[src/rtl/wguard_pkg.sv]
package wguard_pkg;

    typedef enum logic [3:0] {
        ST_IDLE,
        ST_REG_ADDR,
        ST_REG_DATA,
        ST_REG_HOLD,
        ST_MEM_ADDR,
        ST_MEM_DATA,
        ST_WPR_ADDR,
        ST_WPR_DATA,
        ST_SKIP
    } ctl_state_t;

    localparam logic [6:0] DEV_MEM = 7'b1010000;
    localparam logic [6:0] DEV_WPR = 7'b1010001;
    localparam logic [6:0] DEV_CFG = 7'b1010010;

endpackage

[src/rtl/wguard_prot.sv]
module wguard_prot #(
    parameter int ADDR_W = 8
) (
    input  logic [1:0]        lock_lvl,
    input  logic [ADDR_W-1:0] addr,
    input  logic              wp_pin,
    output logic              mem_ok,
    output logic              wpr_ok
);
    logic in_quarter;
    logic in_half;
    logic guarded;

    assign in_quarter = (addr[ADDR_W-1:ADDR_W-2] == 2'b11);
    assign in_half    = addr[ADDR_W-1];

    always_comb begin
        unique case (lock_lvl)
            2'b00:   guarded = 1'b0;
            2'b01:   guarded = in_quarter;
            2'b10:   guarded = in_half;
            default: guarded = 1'b1;
        endcase
    end

    assign mem_ok = !wp_pin && !guarded;
    assign wpr_ok = !wp_pin && (lock_lvl == 2'b00);
endmodule

[src/rtl/wguard_timer.sv]
module wguard_timer #(
    parameter int COMMIT_CYCLES = 625000
) (
    input  logic clk,
    input  logic rst_n,
    input  logic go,
    output logic busy,
    output logic done
);
    localparam int CW = $clog2(COMMIT_CYCLES + 1);

    logic [CW-1:0] cnt_q;

    always_ff @(posedge clk) begin
        if (!rst_n) begin
            cnt_q <= '0;
        end else if (go) begin
            cnt_q <= CW'(COMMIT_CYCLES);
        end else if (cnt_q != '0) begin
            cnt_q <= cnt_q - 1'b1;
        end
    end

    assign busy = (cnt_q != '0);
    assign done = (cnt_q == CW'(1));

    // a commit is never started while one is still running
    assert_no_restart_R12: assert property (@(posedge clk) disable iff (!rst_n)
        go |-> !busy);
endmodule

[src/rtl/wguard_top.sv]
module wguard_top
    import wguard_pkg::*;
#(
    parameter int ADDR_W        = 8,
    parameter int DATA_W        = 8,
    parameter int NUM_WPR       = 2,
    parameter int COMMIT_CYCLES = 625000,
    localparam int WSEL_W       = (NUM_WPR > 1) ? $clog2(NUM_WPR) : 1
) (
    input  logic              clk,
    input  logic              rst_n,
    input  logic              wp_pin,
    input  logic              start_evt,
    input  logic              stop_evt,
    input  logic              dev_vld,
    input  logic [6:0]        dev_addr,
    input  logic              dev_rnw,
    input  logic              addr_vld,
    input  logic [ADDR_W-1:0] addr_byte,
    input  logic              data_vld,
    input  logic [DATA_W-1:0] data_byte,
    output logic              data_ack,
    output logic              mem_we,
    output logic [ADDR_W-1:0] mem_addr,
    output logic [DATA_W-1:0] mem_wdata,
    output logic              wpr_we,
    output logic [WSEL_W-1:0] wpr_sel,
    output logic [DATA_W-1:0] wpr_wdata,
    output logic              busy,
    output logic              wr_armed,
    output logic              reg_armed,
    output logic [1:0]        lock_lvl
);
    localparam logic [ADDR_W-1:0] CFG_ADDR = '1;

    ctl_state_t state_q, state_n;

    logic [DATA_W-1:0] hold_q;
    logic [ADDR_W-1:0] ptr_q;
    logic [WSEL_W-1:0] wsel_q;
    logic              dirty_q;
    logic              wr_arm_q, reg_arm_q;
    logic [1:0]        lock_q, pend_q;
    logic              pend_cfg_q;

    logic ack_n, mem_we_n, wpr_we_n;
    logic hold_ld, ptr_ld, ptr_inc, wsel_ld, dirty_set;
    logic cfg_apply, go, done, busy_w;
    logic mem_ok, wpr_ok;
    logic both_armed, pat_commit, pat_keep, bad_bits, wsel_bad;

    wguard_prot #(.ADDR_W(ADDR_W)) u_prot (
        .lock_lvl (lock_q),
        .addr     (ptr_q),
        .wp_pin   (wp_pin),
        .mem_ok   (mem_ok),
        .wpr_ok   (wpr_ok)
    );

    wguard_timer #(.COMMIT_CYCLES(COMMIT_CYCLES)) u_timer (
        .clk   (clk),
        .rst_n (rst_n),
        .go    (go),
        .busy  (busy_w),
        .done  (done)
    );

    assign both_armed = wr_arm_q && reg_arm_q;
    assign pat_commit = both_armed && (hold_q[7:5] == 3'b000) && (hold_q[2:0] == 3'b010);
    assign pat_keep   = both_armed && (hold_q[7:5] == 3'b000) && (hold_q[2:0] == 3'b110);
    assign bad_bits   = (data_byte[7:5] != 3'b000) || data_byte[0];
    assign wsel_bad   = (int'(addr_byte) >= NUM_WPR);

    // next-state and strobe decisions
    always_comb begin
        state_n   = state_q;
        ack_n     = 1'b0;
        mem_we_n  = 1'b0;
        wpr_we_n  = 1'b0;
        hold_ld   = 1'b0;
        ptr_ld    = 1'b0;
        ptr_inc   = 1'b0;
        wsel_ld   = 1'b0;
        dirty_set = 1'b0;
        cfg_apply = 1'b0;
        go        = 1'b0;
        if (stop_evt) begin
            state_n = ST_IDLE;
            if (state_q == ST_REG_HOLD) begin
                cfg_apply = 1'b1;
                go        = pat_commit && !busy_w;
            end else begin
                go = dirty_q && !busy_w;
            end
        end else if (start_evt) begin
            state_n = ST_IDLE;
        end else begin
            unique case (state_q)
                ST_IDLE: if (dev_vld) begin
                    if (busy_w || dev_rnw)     state_n = ST_SKIP;
                    else if (dev_addr == DEV_CFG) state_n = ST_REG_ADDR;
                    else if (dev_addr == DEV_MEM) state_n = ST_MEM_ADDR;
                    else if (dev_addr == DEV_WPR) state_n = ST_WPR_ADDR;
                    else                          state_n = ST_SKIP;
                end
                ST_REG_ADDR: if (addr_vld) begin
                    state_n = (addr_byte == CFG_ADDR) ? ST_REG_DATA : ST_SKIP;
                end
                ST_REG_DATA: if (data_vld) begin
                    if (bad_bits) begin
                        state_n = ST_SKIP;
                    end else begin
                        ack_n   = 1'b1;
                        hold_ld = 1'b1;
                        state_n = ST_REG_HOLD;
                    end
                end
                ST_REG_HOLD: if (data_vld) begin
                    state_n = ST_SKIP;
                end
                ST_MEM_ADDR: if (addr_vld) begin
                    ptr_ld  = 1'b1;
                    state_n = ST_MEM_DATA;
                end
                ST_MEM_DATA: if (data_vld) begin
                    if (mem_ok) begin
                        ack_n     = 1'b1;
                        mem_we_n  = 1'b1;
                        ptr_inc   = 1'b1;
                        dirty_set = 1'b1;
                    end else begin
                        state_n = ST_SKIP;
                    end
                end
                ST_WPR_ADDR: if (addr_vld) begin
                    wsel_ld = 1'b1;
                    state_n = wsel_bad ? ST_SKIP : ST_WPR_DATA;
                end
                ST_WPR_DATA: if (data_vld) begin
                    if (wpr_ok) begin
                        ack_n     = 1'b1;
                        wpr_we_n  = 1'b1;
                        dirty_set = 1'b1;
                    end else begin
                        state_n = ST_SKIP;
                    end
                end
                ST_SKIP: state_n = ST_SKIP;
                default: state_n = ST_IDLE;
            endcase
        end
    end

    // state register
    always_ff @(posedge clk) begin
        if (!rst_n) state_q <= ST_IDLE;
        else        state_q <= state_n;
    end

    // datapath, latches and outputs
    always_ff @(posedge clk) begin
        if (!rst_n) begin
            hold_q     <= '0;
            ptr_q      <= '0;
            wsel_q     <= '0;
            dirty_q    <= 1'b0;
            wr_arm_q   <= 1'b0;
            reg_arm_q  <= 1'b0;
            lock_q     <= 2'b00;
            pend_q     <= 2'b00;
            pend_cfg_q <= 1'b0;
            data_ack   <= 1'b0;
            mem_we     <= 1'b0;
            mem_addr   <= '0;
            mem_wdata  <= '0;
            wpr_we     <= 1'b0;
            wpr_sel    <= '0;
            wpr_wdata  <= '0;
        end else begin
            data_ack <= ack_n;
            mem_we   <= mem_we_n;
            wpr_we   <= wpr_we_n;
            if (mem_we_n) begin
                mem_addr  <= ptr_q;
                mem_wdata <= data_byte;
            end
            if (wpr_we_n) begin
                wpr_sel   <= wsel_q;
                wpr_wdata <= data_byte;
            end
            if (hold_ld) hold_q <= data_byte;
            if (ptr_ld)       ptr_q <= addr_byte;
            else if (ptr_inc) ptr_q <= ptr_q + 1'b1;
            if (wsel_ld) wsel_q <= addr_byte[WSEL_W-1:0];
            if (stop_evt)       dirty_q <= 1'b0;
            else if (dirty_set) dirty_q <= 1'b1;
            if (cfg_apply) begin
                if (pat_commit) begin
                    pend_q     <= hold_q[4:3];
                    pend_cfg_q <= 1'b1;
                end else if (pat_keep) begin
                    reg_arm_q <= 1'b1;
                end else if (hold_q == 8'h02) begin
                    wr_arm_q <= 1'b1;
                end else if (hold_q == 8'h06 && wr_arm_q) begin
                    wr_arm_q  <= 1'b1;
                    reg_arm_q <= 1'b1;
                end
            end
            if (done && pend_cfg_q) begin
                lock_q     <= pend_q;
                reg_arm_q  <= 1'b0;
                pend_cfg_q <= 1'b0;
            end
        end
    end

    assign busy      = busy_w;
    assign wr_armed  = wr_arm_q;
    assign reg_armed = reg_arm_q;
    assign lock_lvl  = lock_q;

    // lock bits move only as the busy window closes
    assert_lock_on_fall_R5: assert property (@(posedge clk) disable iff (!rst_n)
        (lock_q != $past(lock_q)) |-> $fell(busy_w));
    // register-arm latch rises only with write-arm set
    assert_reg_arm_needs_wr_R4: assert property (@(posedge clk) disable iff (!rst_n)
        $rose(reg_arm_q) |-> wr_arm_q);
    // no memory strobe for a byte taken while the pin was high
    assert_mem_wp_R11: assert property (@(posedge clk) disable iff (!rst_n)
        mem_we |-> !$past(wp_pin));
    // wiper strobes only with lock bits clear
    assert_wpr_unlocked_R10: assert property (@(posedge clk) disable iff (!rst_n)
        wpr_we |-> ($past(lock_q) == 2'b00));
    // full lock never lets a memory strobe through
    assert_full_lock_R9: assert property (@(posedge clk) disable iff (!rst_n)
        mem_we |-> ($past(lock_q) != 2'b11));
    // nothing is acknowledged during a commit
    assert_no_ack_busy_R12: assert property (@(posedge clk) disable iff (!rst_n)
        data_ack |-> !$past(busy_w));
    // at most one strobe per cycle
    assert_one_strobe_R9: assert property (@(posedge clk) disable iff (!rst_n)
        $onehot0({mem_we, wpr_we}));
endmodule

[config.mk]
export PLATFORM = sky130hd
export DESIGN_NAME = wguard_top
export DESIGN_NICKNAME = d
export VERILOG_FILES = /design/src/rtl/wguard_pkg.sv /design/src/rtl/wguard_prot.sv /design/src/rtl/wguard_timer.sv /design/src/rtl/wguard_top.sv
export SDC_FILE = /design/constraint.sdc
export NUM_CORES = 1
export LEC_CHECK = 0
export ABC_AREA = 0
export BUFFER_PORTS_ARGS = -buffer_cell sky130_fd_sc_hd__buf_2
export CAP_MARGIN = 20
export CORE_MARGIN = 2
export CORE_UTILIZATION = 51
export CTS_CLUSTER_DIAMETER = 200
export DETAILED_ROUTE_END_ITERATION = 7
export GPL_TIMING_DRIVEN = 0
export PLACE_DENSITY_LB_ADDON = 0.05
export SLEW_MARGIN = 20
export SYNTH_ARGS = -nofsm -noshare
export SYNTH_HDL_FRONTEND = slang
export SYNTH_HIERARCHICAL = 1
export SYNTH_SLANG_ARGS = --single-unit
export TNS_END_PERCENT = 10
[constraint.sdc]
create_clock -name clk -period 3.15 [get_ports clk]
set_input_delay 0.63 -clock clk [delete_from_list [all_inputs] [get_ports clk]]
set_output_delay 0.63 -clock clk [all_outputs]
set_load 0.1 [all_outputs]
==> results_dict.tcl <==
set metrics [dict create \
    first_pass_grt_wire_length_mm 13.9 \
    synth_sequential_area_ratio_pct 42.5 \
    worstSetupEndpointType "flop" \
    grt_pass1_vias 3014 \
    switching_share_of_power_pct 35.8 \
    worst_ep_required_time_ns 3.36 \
    worst_clock_skew_ns 0.0165 \
    placed_area_mm2 0.00406 \
    dr.pass1.iters 6 \
    final_antenna_net_count 0 \
    status "finished, final reports clean" \
    leakage_nw 1.73 \
    n_antenna_cell 0 \
    rrSetupSlack_ns 0.23 \
    layout_area_overhead_pct 18.8 \
    worstPathArrival_ns 3.14 \
    postCtsHoldBufs 0 \
    synth_seq_cells 77 \
    design.portCount 65 \
    antenna_found_initial 0 \
    dpl.hpwl_mm 6.35 \
    overflow 0 \
    cts_buffers 9 \
    synth_area_mm2 0.00362 \
    synth_edf_count 0 \
    finalSetupViolations 0 \
    vias_per_cell 5.55 \
    grt_setup_unrepaired "no" \
    clock_tree_from_tritoncts "done" \
    clkLatencyLatePin_ns 0.35 \
    max_slew_margin_pct 60.3 \
    timing.setup.critical_path_class "reg2reg" \
    clk_transition_reported_paths_ns 0.09 \
    post-cts-setup-buffer-count 0 \
    htree_levels 3 \
    routed_wirelength_mm 8.48 \
    final_instance_area_mm2 0.00430 \
    powerDensity_mw_per_mm2 714 \
    worst_slew_pin_slew_ns 0.594 \
    count_of_unresolved_drc_violations_after_routing 0 \
    setup_ws_ns 0.225 \
    final.period_utilization_pct 92.9 \
    max_freq_mhz 342 \
    cell_internal_pwr_w 0.00197 \
    layout.area.seq_mm2 0.00154 \
    placementRows 30 \
    wire_per_inst_um 14.5 \
    most-common-layout-cells "77 x sky130_fd_sc_hd__dfxtp_1, 66 x sky130_fd_sc_hd__buf_2, 52 x sky130_fd_sc_hd__nand2_1, 41 x sky130_fd_sc_hd__nor2_1, 38 x sky130_fd_sc_hd__a21oi_1" \
    layout.cells.most_common "sky130_fd_sc_hd__dfxtp_1" \
    chipWidth_um 88.3 \
    vias 3252 \
    startpoint_types "flop" \
    mappedNetlistNets 447 \
    postSynthCellCount 411 \
    final_hold_viol_count 0 \
    numPlacedInstances 571 \
    comb_power_share_pct 34.4 \
    fin_setup_tns_ns 0 \
    slew_viol_final 0 \
    post-synth-top-area-cell "sky130_fd_sc_hd__dfxtp_1" \
    fill_cell_instance_count_of_the_final_layout 652 \
    initial_cell_density_of_the_core_pct 53.0 \
    ys_warn_count 6 \
    clock_power_share_pct 27.6 \
    max-vdd-ir-drop_v 0.000451 \
    timing.final.crit_period_ns 2.92 \
    grt_start_max_net_pins 15 \
    synth_area_leaders "sky130_fd_sc_hd__dfxtp_1 43%, sky130_fd_sc_hd__nand2_1 5.4%, sky130_fd_sc_hd__a21oi_1 5.2%, sky130_fd_sc_hd__mux2i_1 4.4%, sky130_fd_sc_hd__nor2_1 4.2%" \
    first_iter_violations 172 \
    total_switching_power_w 0.00110 \
    die_height_um 88.3 \
    max_cap_violations 0 \
    clock_sink_count 77 \
    synth_top_cell_area_share_pct 42.5 \
    yosysUniqueCellTypes 73 \
    fp.dieArea_mm2 0.00780 \
    detailedPlace.worstSlack_ns -0.000425 \
    multi_input_comb_area_mm2 0.00199 \
    track_usage_pct 22.6 \
    globalplace.congestion 0.877 \
    final_cells 586 \
    max_fanout_on_critical_path 12 \
    fin_nets 521 \
    power.share.sequential_pct 38.0 \
    holdCritPathClass "reg2reg" \
    core_region_area_mm2 0.00683 \
    clk_root_buffer_cell "sky130_fd_sc_hd__clkbuf_8" \
    post_synth.cell_area_avg_um2 8.82 \
    drive_above_1_share_pct 22.9 \
    portBuffers 64 \
    async_reset_ff_share_pct 0 \
    synth_ff_type "sky130_fd_sc_hd__dfxtp_1" \
    final.hold.worst_slack_ns 0.452 \
    cts-root-to-sink-buffers 2 \
]
synth_stat cells (7+ instances only):
| cell | count |
|---|---|
| sky130_fd_sc_hd__a21oi_1 | 38 |
| sky130_fd_sc_hd__and3_1 | 9 |
| sky130_fd_sc_hd__clkbuf_1 | 10 |
| sky130_fd_sc_hd__dfxtp_1 | 77 |
| sky130_fd_sc_hd__mux2i_1 | 16 |
| sky130_fd_sc_hd__nand2_1 | 52 |
| sky130_fd_sc_hd__nand3_1 | 13 |
| sky130_fd_sc_hd__nand4_1 | 7 |
| sky130_fd_sc_hd__nor2_1 | 41 |
| sky130_fd_sc_hd__nor2b_1 | 8 |
| sky130_fd_sc_hd__nor3_1 | 16 |
| sky130_fd_sc_hd__nor4_1 | 10 |
| sky130_fd_sc_hd__xnor2_1 | 7 |
path summary, 6_finish.rpt:
check | to | from | cells after the start
worst max-delay path | u_timer/cnt_q[9] | u_timer/cnt_q[9] | 8
worst min-delay path | mem_wdata[7] | mem_wdata[7] | 2
worst max register to register | u_timer/cnt_q[9] | u_timer/cnt_q[9] | 8
worst min register to register | mem_wdata[7] | mem_wdata[7] | 2
per-layer routing:
layer	global-route usage, %	vias to the layer above	wire [µm]
li1	-	1636	-
met2	33.4	79	3700
met1	33.6	1528	4340
met5	0	-	0
met3	3.64	9	350
met4	7.30	0	94
logic make-up (layout without fill, tap and decap cells):
family / Yosys count / after routing / share of synthesized area [%]
buffers and inverters: 22 / 101 / 2.76
flip-flops: 77 / 77 / 42.5
multiplexers: 19 / 19 / 5.35
XOR/XNOR: 11 / 11 / 2.66
AND/OR/NAND/NOR: 197 / 197 / 30.2
adder cells (fa/ha/maj): 4 / 4 / 1.38
AO/OA/AOI/OAI: 81 / 81 / 15.1
metrics by stage:
step / total power (W) / util [%]
after floorplan: 0.00202 / -
after global placement: 0.00221 / 59.5
after detailed placement: 0.00223 / 59.5
after global routing: 0.00327 / 63.0
final: 0.00307 / 63.0
after CTS: 0.00309 / 63.0
power groups by stage:
stage               clock [W]  sequential (W)  combinational [W]
floorplan                   0         0.00116           0.000864
finish               0.000848         0.00117            0.00106
global route         0.000908         0.00118            0.00118
global placement            0         0.00118            0.00103
detailed placement          0         0.00118            0.00105
CTS                  0.000866         0.00117            0.00106
registers in the layout (all words and copies together) (netlist names), 2 cells and up:
register / count
wpr_wdata: 8
lock_lvl: 2
mem_wdata: 8
pend_q: 2
ptr_q: 8
mem_addr: 8
hold_q: 8
state_q: 4
u_timer/cnt_q: 20
critical path: stages, from the launching register on:
cell,delay [ns]
sky130_fd_sc_hd__dfxtp_1,0.35
sky130_fd_sc_hd__or4_4,0.57
sky130_fd_sc_hd__or2_4,0.31
sky130_fd_sc_hd__nor3_4,0.25
sky130_fd_sc_hd__inv_2,0.13
sky130_fd_sc_hd__nor3b_1,0.20
sky130_fd_sc_hd__clkbuf_1,0.37
sky130_fd_sc_hd__nand2b_1,0.51
sky130_fd_sc_hd__nor2_1,0.11
area by class of cell:
class                      count  area share, %
buffer                        15           1.72
clock buffer                  10           3.20
clock inverter                 6           2.18
inverter                       6          0.523
multi-input combinational    312           46.3
sequential                    77           35.8
tap                           96           2.79
timing repair buffer          64           7.44
timing repair:
action                     in CTS  in global routing
cloned                          0                  0
resized for setup               2                  0
setup endpoints to repair       7                 10
No activity file was read; power rests on OpenSTA's default activity.
